==> src/rtl/spiStatusPkg.sv <==
package spiStatusPkg;

  localparam logic [7:0] OP_SET_LATCH = 8'h06;
  localparam logic [7:0] OP_CLR_LATCH = 8'h04;
  localparam logic [7:0] OP_READ_STAT = 8'h05;
  localparam logic [7:0] OP_WRITE_STAT = 8'h01;

  // bits that a status write may change: lock bit 7, protect field 4:2
  localparam logic [7:0] WRITABLE_MASK = 8'h9C;
  localparam int LOCK_BIT = 7;

  typedef enum logic [2:0] {
    ST_IDLE,
    ST_OPCODE,
    ST_WRDATA,
    ST_READ,
    ST_SIMPLE,
    ST_SKIP
  } cmdState_t;

  typedef struct packed {
    logic       setWel;
    logic       clrWel;
    logic       wrReq;
    logic [7:0] wrData;
    logic       outLoad;
    logic       outShift;
    logic       devReset;
  } ctrlStrobe_t;

endpackage

==> src/rtl/syncChain.sv <==
module syncChain #(
  parameter int WIDTH = 1,
  parameter int STAGES = 2,
  parameter logic [WIDTH-1:0] RESET_VAL = '0
) (
  input  logic             clk,
  input  logic             rstN,
  input  logic [WIDTH-1:0] din,
  output logic [WIDTH-1:0] dout
);

  logic [WIDTH-1:0] stage [STAGES];

  always_ff @(posedge clk or negedge rstN) begin
    if (!rstN) begin
      for (int i = 0; i < STAGES; i++) stage[i] <= RESET_VAL;
    end else begin
      stage[0] <= din;
      for (int i = 1; i < STAGES; i++) stage[i] <= stage[i-1];
    end
  end

  assign dout = stage[STAGES-1];

endmodule

==> src/rtl/statusCtrlFsm.sv <==
module statusCtrlFsm
  import spiStatusPkg::*;
(
  input  logic        clk,
  input  logic        rstN,
  input  logic        csSync,
  input  logic        sckSync,
  input  logic        mosiSync,
  input  logic        devRunSync,
  output ctrlStrobe_t strobe,
  output logic        readActive
);

  cmdState_t  state;
  logic       sckPrev;
  logic [2:0] bitCnt;
  logic [1:0] byteCnt;
  logic [7:0] shiftIn;
  logic       opWren;

  logic       sckRise, sckFall, selActive, cmdDone;
  logic [7:0] nextByte;

  assign sckRise   = sckSync & ~sckPrev;
  assign sckFall   = ~sckSync & sckPrev;
  assign selActive = ~csSync & devRunSync;
  assign cmdDone   = (state != ST_IDLE) && csSync && devRunSync;
  assign nextByte  = {shiftIn[6:0], mosiSync};

  always_ff @(posedge clk or negedge rstN) begin
    if (!rstN) begin
      state   <= ST_IDLE;
      sckPrev <= 1'b0;
      bitCnt  <= '0;
      byteCnt <= '0;
      shiftIn <= '0;
      opWren  <= 1'b0;
    end else begin
      sckPrev <= sckSync;
      if (!selActive) begin
        state <= ST_IDLE;
      end else if (state == ST_IDLE) begin
        state   <= ST_OPCODE;
        bitCnt  <= '0;
        byteCnt <= '0;
      end else if (sckRise) begin
        shiftIn <= nextByte;
        bitCnt  <= bitCnt + 3'd1;
        if (bitCnt == 3'd7) begin
          if (byteCnt != 2'd3) byteCnt <= byteCnt + 2'd1;
          if (state == ST_OPCODE) begin
            case (nextByte)
              OP_SET_LATCH: begin state <= ST_SIMPLE; opWren <= 1'b1; end
              OP_CLR_LATCH: begin state <= ST_SIMPLE; opWren <= 1'b0; end
              OP_READ_STAT: state <= ST_READ;
              OP_WRITE_STAT: state <= ST_WRDATA;
              default:      state <= ST_SKIP;
            endcase
          end
        end
      end
    end
  end

  always_comb begin
    strobe          = '0;
    strobe.setWel   = cmdDone && state == ST_SIMPLE && opWren &&
                      byteCnt == 2'd1 && bitCnt == 3'd0;
    strobe.clrWel   = cmdDone && state == ST_SIMPLE && !opWren &&
                      byteCnt == 2'd1 && bitCnt == 3'd0;
    strobe.wrReq    = cmdDone && state == ST_WRDATA &&
                      byteCnt == 2'd2 && bitCnt == 3'd0;
    strobe.wrData   = shiftIn;
    strobe.outLoad  = state == ST_READ && selActive && sckFall && bitCnt == 3'd0;
    strobe.outShift = state == ST_READ && selActive && sckFall && bitCnt != 3'd0;
    strobe.devReset = ~devRunSync;
  end

  assign readActive = (state == ST_READ) && selActive;


  strobe_excl_chk: assert property (@(posedge clk) disable iff (!rstN)
    $onehot0({strobe.setWel, strobe.clrWel, strobe.wrReq, strobe.outLoad, strobe.outShift}));


  reset_idle_chk: assert property (@(posedge clk) disable iff (!rstN)
    !devRunSync |=> state == ST_IDLE);


  write_frame_chk: assert property (@(posedge clk) disable iff (!rstN)
    strobe.wrReq |-> $past(state) == ST_WRDATA && $past(byteCnt) == 2'd2);

endmodule

==> src/rtl/statusDatapath.sv <==
module statusDatapath
  import spiStatusPkg::*;
#(
  parameter int WRITE_CYCLES = 1024
) (
  input  logic        clk,
  input  logic        rstN,
  input  ctrlStrobe_t strobe,
  input  logic        wpSync,
  output logic        misoBit
);

  localparam int CNT_W = (WRITE_CYCLES > 2) ? $clog2(WRITE_CYCLES) : 1;

  logic [7:0]       nvBits;
  logic [7:0]       pendBits;
  logic             wel, wip;
  logic [CNT_W-1:0] cnt;
  logic [7:0]       outReg;
  logic [7:0]       statusByte;
  logic             writeAllowed;

  assign statusByte   = nvBits | {6'b0, wel, wip};
  assign writeAllowed = wel && !wip && !(nvBits[LOCK_BIT] && !wpSync);

  always_ff @(posedge clk or negedge rstN) begin
    if (!rstN) begin
      nvBits   <= '0;
      pendBits <= '0;
      wel      <= 1'b0;
      wip      <= 1'b0;
      cnt      <= '0;
    end else if (wip) begin
      if (cnt == '0) begin
        wip    <= 1'b0;
        wel    <= 1'b0;
        nvBits <= pendBits;
      end else begin
        cnt <= cnt - 1'b1;
      end
    end else if (strobe.devReset) begin
      wel <= 1'b0;
    end else if (strobe.wrReq && writeAllowed) begin
      wip      <= 1'b1;
      cnt      <= CNT_W'(WRITE_CYCLES - 1);
      pendBits <= strobe.wrData & WRITABLE_MASK;
    end else if (strobe.setWel) begin
      wel <= 1'b1;
    end else if (strobe.clrWel) begin
      wel <= 1'b0;
    end
  end

  always_ff @(posedge clk or negedge rstN) begin
    if (!rstN) outReg <= '0;
    else if (strobe.outLoad) outReg <= statusByte;
    else if (strobe.outShift) outReg <= {outReg[6:0], 1'b0};
  end

  assign misoBit = outReg[7];


  wel_clear_on_done_chk: assert property (@(posedge clk) disable iff (!rstN)
    $fell(wip) |-> !wel);


  wip_start_chk: assert property (@(posedge clk) disable iff (!rstN)
    $rose(wip) |-> $past(strobe.wrReq) && $past(wel));


  busy_hold_chk: assert property (@(posedge clk) disable iff (!rstN)
    (wip && cnt != '0) |=> wip);


  nv_change_chk: assert property (@(posedge clk) disable iff (!rstN)
    $stable(nvBits) || $fell(wip));


  lock_reject_chk: assert property (@(posedge clk) disable iff (!rstN)
    (strobe.wrReq && !wip && nvBits[LOCK_BIT] && !wpSync) |=> !wip);

endmodule

==> src/rtl/spiStatusCtrl.sv <==
module spiStatusCtrl
  import spiStatusPkg::*;
#(
  parameter int WRITE_CYCLES = 1024,
  parameter int SYNC_STAGES = 2
) (
  input  logic clk,
  input  logic rstN,
  input  logic csN,
  input  logic sck,
  input  logic mosi,
  input  logic wpN,
  input  logic devRstN,
  output logic miso,
  output logic misoOe
);

  logic [4:0]  pinSync;
  ctrlStrobe_t strobe;
  logic        readActive;

  // order: cs, sck, mosi, wp, device-run; idle values cs=1, wp=1, run=1
  syncChain #(
    .WIDTH(5),
    .STAGES(SYNC_STAGES),
    .RESET_VAL(5'b10011)
  ) i_pinSync (
    .clk (clk),
    .rstN(rstN),
    .din ({csN, sck, mosi, wpN, devRstN}),
    .dout(pinSync)
  );

  statusCtrlFsm i_ctrl (
    .clk       (clk),
    .rstN      (rstN),
    .csSync    (pinSync[4]),
    .sckSync   (pinSync[3]),
    .mosiSync  (pinSync[2]),
    .devRunSync(pinSync[0]),
    .strobe    (strobe),
    .readActive(readActive)
  );

  statusDatapath #(
    .WRITE_CYCLES(WRITE_CYCLES)
  ) i_dp (
    .clk    (clk),
    .rstN   (rstN),
    .strobe (strobe),
    .wpSync (pinSync[1]),
    .misoBit(miso)
  );

  assign misoOe = readActive;

endmodule

==> config.mk <==
export PLATFORM = sky130hd
export DESIGN_NAME = spiStatusCtrl
export DESIGN_NICKNAME = d
export VERILOG_FILES = /design/src/rtl/spiStatusPkg.sv /design/src/rtl/syncChain.sv /design/src/rtl/statusCtrlFsm.sv /design/src/rtl/statusDatapath.sv /design/src/rtl/spiStatusCtrl.sv
export SDC_FILE = /design/constraint.sdc
export NUM_CORES = 1
export LEC_CHECK = 0
export CAP_MARGIN = 20
export CORE_MARGIN = 2
export CORE_UTILIZATION = 55
export CTS_CLUSTER_DIAMETER = 40
export DETAILED_ROUTE_END_ITERATION = 10
export DONT_BUFFER_PORTS = 1
export PLACE_DENSITY = 0.68
export SYNTH_ARGS = -nofsm -noshare
export SYNTH_HDL_FRONTEND = slang
export SYNTH_SLANG_ARGS = --single-unit
==> constraint.sdc <==
create_clock -name clk -period 3.2 [get_ports clk]
set_clock_uncertainty 0.1 [all_clocks]
set_input_delay 0.32 -clock clk [delete_from_list [all_inputs] [get_ports clk]]
set_output_delay 0.32 -clock clk [all_outputs]
set_load 0.01 [all_outputs]
==> flow_metrics.env <==
export IMPL_worst_endpoint_required_ns=3.34
export IMPL_synth_cell_types=50
export IMPL_tritoncts="yes"
export IMPL_period_needed_ns=2.141
export IMPL_yosys_top_cells_count="50 x sky130_fd_sc_hd__dfrtp_1, 28 x sky130_fd_sc_hd__nand2_1, 14 x sky130_fd_sc_hd__o21ai_0"
export IMPL_via_count_of_the_first_global_routing_pass=1648
export IMPL_fillCellCount=351
export IMPL_synth_compound_gate_area_share=0.09543
export IMPL_final_period_utilization=0.6690
export IMPL_cts_post_setup_buffers_inserted=0
export IMPL_numPortBuffers=0
export IMPL_power_leakage_nw=1.267
export IMPL_die_w_um=71.66
export IMPL_design_die_area_um2=5134
export IMPL_drc=0
export IMPL_postSynthCellCount=217
export IMPL_synth_cell_area_um2=2517
export IMPL_starting_density_of_the_core=0.5742
export IMPL_worstHoldPathType="reg -> reg"
export IMPL_chipHeight_um=71.66
export IMPL_clkTransAtPathRegs_ns=0.09
export IMPL_drt_initial_drc_count=228
export IMPL_clock_tree_buffer_depth=2
export IMPL_worst_skew_pair_late_latency_ns=0.30
export IMPL_synthSimpleGateAreaFrac=0.1884
export IMPL_clock_sinks=56
export IMPL_dominant_combinational_cell_family_by_area_after_synthesis="simple AND/OR/NAND/NOR gates"
export IMPL_ys_warn_count=0
export IMPL_dominant_cell_type_by_area_after_synthesis="sky130_fd_sc_hd__dfrtp_1"
export IMPL_gpl_final_weighted_congestion=0.8303
export IMPL_maxClockFrequency_mhz=467.1
export IMPL_arrival_time_of_data_at_the_critical_path_endpoint_ns=2.28
export IMPL_synthesis_nets=231
export IMPL_yosysTopAreaCellShare=0.4970
export IMPL_yosys_register_bits=56
export IMPL_worstPathMaxFanout=10
export IMPL_worst_setup_path_end_kind="flop"
export IMPL_drt_vias_per_instance=5.929
export IMPL_slew_viol_final=0
export IMPL_arithmetic_cell_share_of_the_synthesized_area_counting_full_adders_half_adders_and_majority_gates=0.03479
export IMPL_vdd_drop_max_v=0.0003229
export IMPL_initial_antenna_violation_count=0
export IMPL_max_cap_viol_count=0
export IMPL_critPathMaxStageDelay_ns=0.74
export IMPL_wl_per_cell_um=15.40
export IMPL_max_slew_margin=0.4467
export IMPL_finalHoldViolCount=0
export IMPL_r2r_worst_path_cells=6
export IMPL_clk_root_buf="sky130_fd_sc_hd__clkbuf_8"
export IMPL_hold_worst_slack_ns=0.2574
export IMPL_min_path_cells=0
export IMPL_timing_final_setup_violations=0
export IMPL_rows=24
export IMPL_hold_path_endpoint="i_pinSync.dout[1]$_DFF_PN1_"
export IMPL_post_synth_top_count_cell="sky130_fd_sc_hd__dfrtp_1"
export IMPL_cts_hold_buf=7
export IMPL_worst_hold_startpoint="i_pinSync.stage[6]$_DFF_PN1_"
export IMPL_dr_total_vias=1660
export IMPL_groute_usage_overall=0.1940
export IMPL_critPathKind="reg -> reg"
export IMPL_cts_resized=0
export IMPL_slowest_stage="sky130_fd_sc_hd__or4_1"
export IMPL_grt_setup_unrepaired="no"
export IMPL_antenna_left=0
export IMPL_regToRegStartpoint="i_ctrl.bitCnt[0]$_DFFE_PN0P_"
export IMPL_worst_pin_slew_ns=0.8231
export IMPL_final_critical_path_setup_slack_ns=1.059
export IMPL_path_cells="inv_1 > ha_1 > nand4bb_4 > or4_1 > a31oi_1 > a31o_1"
export IMPL_pre_cts_slack_ns=1.092
export IMPL_postSynth_asyncResetShare=1.000
export IMPL_setup_total_negative_slack_ns=0
export IMPL_p_per_area_nw_per_um2=428.9
export IMPL_dpl_hpwl_um=3046
export IMPL_r2r_slack_ns=1.06
export IMPL_first_pass_grt_wire_length_um=7769
export IMPL_ys_flop_type="sky130_fd_sc_hd__dfrtp_1"
export IMPL_detailedRoute_firstPassIterationCount=4
export IMPL_yosys_mux_area_fraction=0.09095
export IMPL_fin_nets=241
export IMPL_antenna_diode_count=0
export IMPL_synth_enable_flop_cells=0
export IMPL_cts_htree_levels=2
export IMPL_cells_taking_the_most_area_after_synthesis="sky130_fd_sc_hd__dfrtp_1 50%, sky130_fd_sc_hd__dfstp_2 6.3%, sky130_fd_sc_hd__mux2_2 4.9%"
export IMPL_worst_setup_path_start_kind="flop"
export IMPL_postSynthAreaPerCell_um2=11.60
export IMPL_numCtsBuffers=5
export IMPL_final_layout_size_suffix_gt1_frac=0.1711
export IMPL_gr_overflow_total=0
export IMPL_postRouteWirelength_um=4312
export IMPL_area_growth_syn_to_layout_pct=9.046
export IMPL_proportion_of_synthesized_chip_area_in_sequential_cells=0.5596
export IMPL_run_status="complete, no violations"
export IMPL_yosys_area_share_xor_xnor=0.01044
export IMPL_floorplan_core_area_um2=4384
export IMPL_pin_count=9
export IMPL_pin_count_of_the_biggest_net_entering_global_routing=57
export IMPL_timing_rr_end="i_dp.wel$_DFFE_PN0P_"
==> registers in the layout, indices dropped and copies added, names as in the netlist, 3 cells and up <==
name             flops
i_pinSync.dout       5
i_ctrl.bitCnt        3
i_dp.cnt            10
i_dp.nvBits          4
i_dp.pendBits        4
i_dp.outReg          8
i_ctrl.state         3
i_ctrl.shiftIn       8
i_pinSync.stage      5
==> power breakdown <==
group	internal, mW	switching, mW
combinational	0.0233	0.0288
clock	0.173	0.218
sequential	0.723	0.0105
total	0.920	0.258
==> logic make-up after synthesis <==
kind of cell	after synthesis
buffers and inverters	13
AOI/OAI and AO/OA	36
and+or+nand+nor	81
adders and majority gates	7
DFF	56
muxes	21
xor gates and xnor gates	3
==> cell usage in the layout, fill, tap and decap left out, drive strengths merged, types with 2 or more instances in the layout <==
master,netlist,final
dfrtp,50,50
nand2,29,29
o21ai,16,16
mux2,15,15
nor2,10,10
inv,9,9
nor2b,8,8
nor3,7,7
ha,7,7
mux2i,6,6
clkbuf,1,6
dlygate4sd3,0,6
dfstp,6,6
a21oi,5,5
nand3,4,4
nand2b,3,3
xnor2,3,3
nor4,3,3
nand4b,2,2
or3b,2,2
a32o,2,2
a31oi,2,2
o21a,2,2
a22oi,2,2
nand4,2,2
clkinv,0,2
a31o,2,2
or4,2,2
or3,2,2
==> per-stage QoR <==
step	total power, mW	instance area (µm²)	instances	utilization
3_5_place_dp	0.7774	2565	265	0.5850
3_3_place_gp	0.7759	2565	265	0.5850
4_1_cts	1.189	2745	280	0.6261
6_report	1.177	2745	280	0.6261
2_1_floorplan	0.7705	2517	217	-
5_1_grt	1.231	2745	280	0.6261
==> final cells by class <==
class / count / area [µm²] / share of cell area
Tap cell: 52 / 65.06 / 0.02370
Multi-Input combinational cell: 148 / 1057 / 0.3851
Inverter: 9 / 33.78 / 0.01231
Clock inverter: 2 / 10.01 / 0.003646
Timing Repair Buffer: 7 / 87.58 / 0.03191
Sequential cell: 56 / 1409 / 0.5132
Clock buffer: 6 / 82.58 / 0.03008
==> worst max path at each step <==
stage,start,depth (start not counted),end
after floorplan,i_dp.cnt[0]$_DFFE_PN0P_,6,i_dp.nvBits[2]$_DFFE_PN0P_
after global placement,i_dp.cnt[0]$_DFFE_PN0P_,6,i_dp.nvBits[7]$_DFFE_PN0P_
after detailed placement,i_dp.cnt[0]$_DFFE_PN0P_,6,i_dp.nvBits[7]$_DFFE_PN0P_
after CTS,i_ctrl.bitCnt[0]$_DFFE_PN0P_,6,i_dp.cnt[4]$_DFFE_PN0P_
after global routing,i_pinSync.dout[0]$_DFF_PN1_,3,i_dp.outReg[0]$_DFFE_PN0P_
final,i_ctrl.bitCnt[0]$_DFFE_PN0P_,6,i_dp.wel$_DFFE_PN0P_
==> metal layers <==
layer  wire length (µm)  global-route usage  share of wire  up-vias
li1                   -                   -              -      791
met1               2000              0.2765           0.46      828
met2               2143              0.2984           0.50       33
met3                104             0.03797          0.024        8
met4                 63             0.07128          0.015        0
met5                  0                   0              0        -
==> worst max-delay path: cells and delay by family, from the launching register on <==
kind / cells / cell delay, ns
AOI/OAI and AO/OA: 2 / 0.37
DFF: 1 / 0.43
adders and majority gates: 1 / 0.23
and+or+nand+nor: 2 / 0.88
buffers and inverters: 1 / 0.07
(Power assumes the default switching activity.)
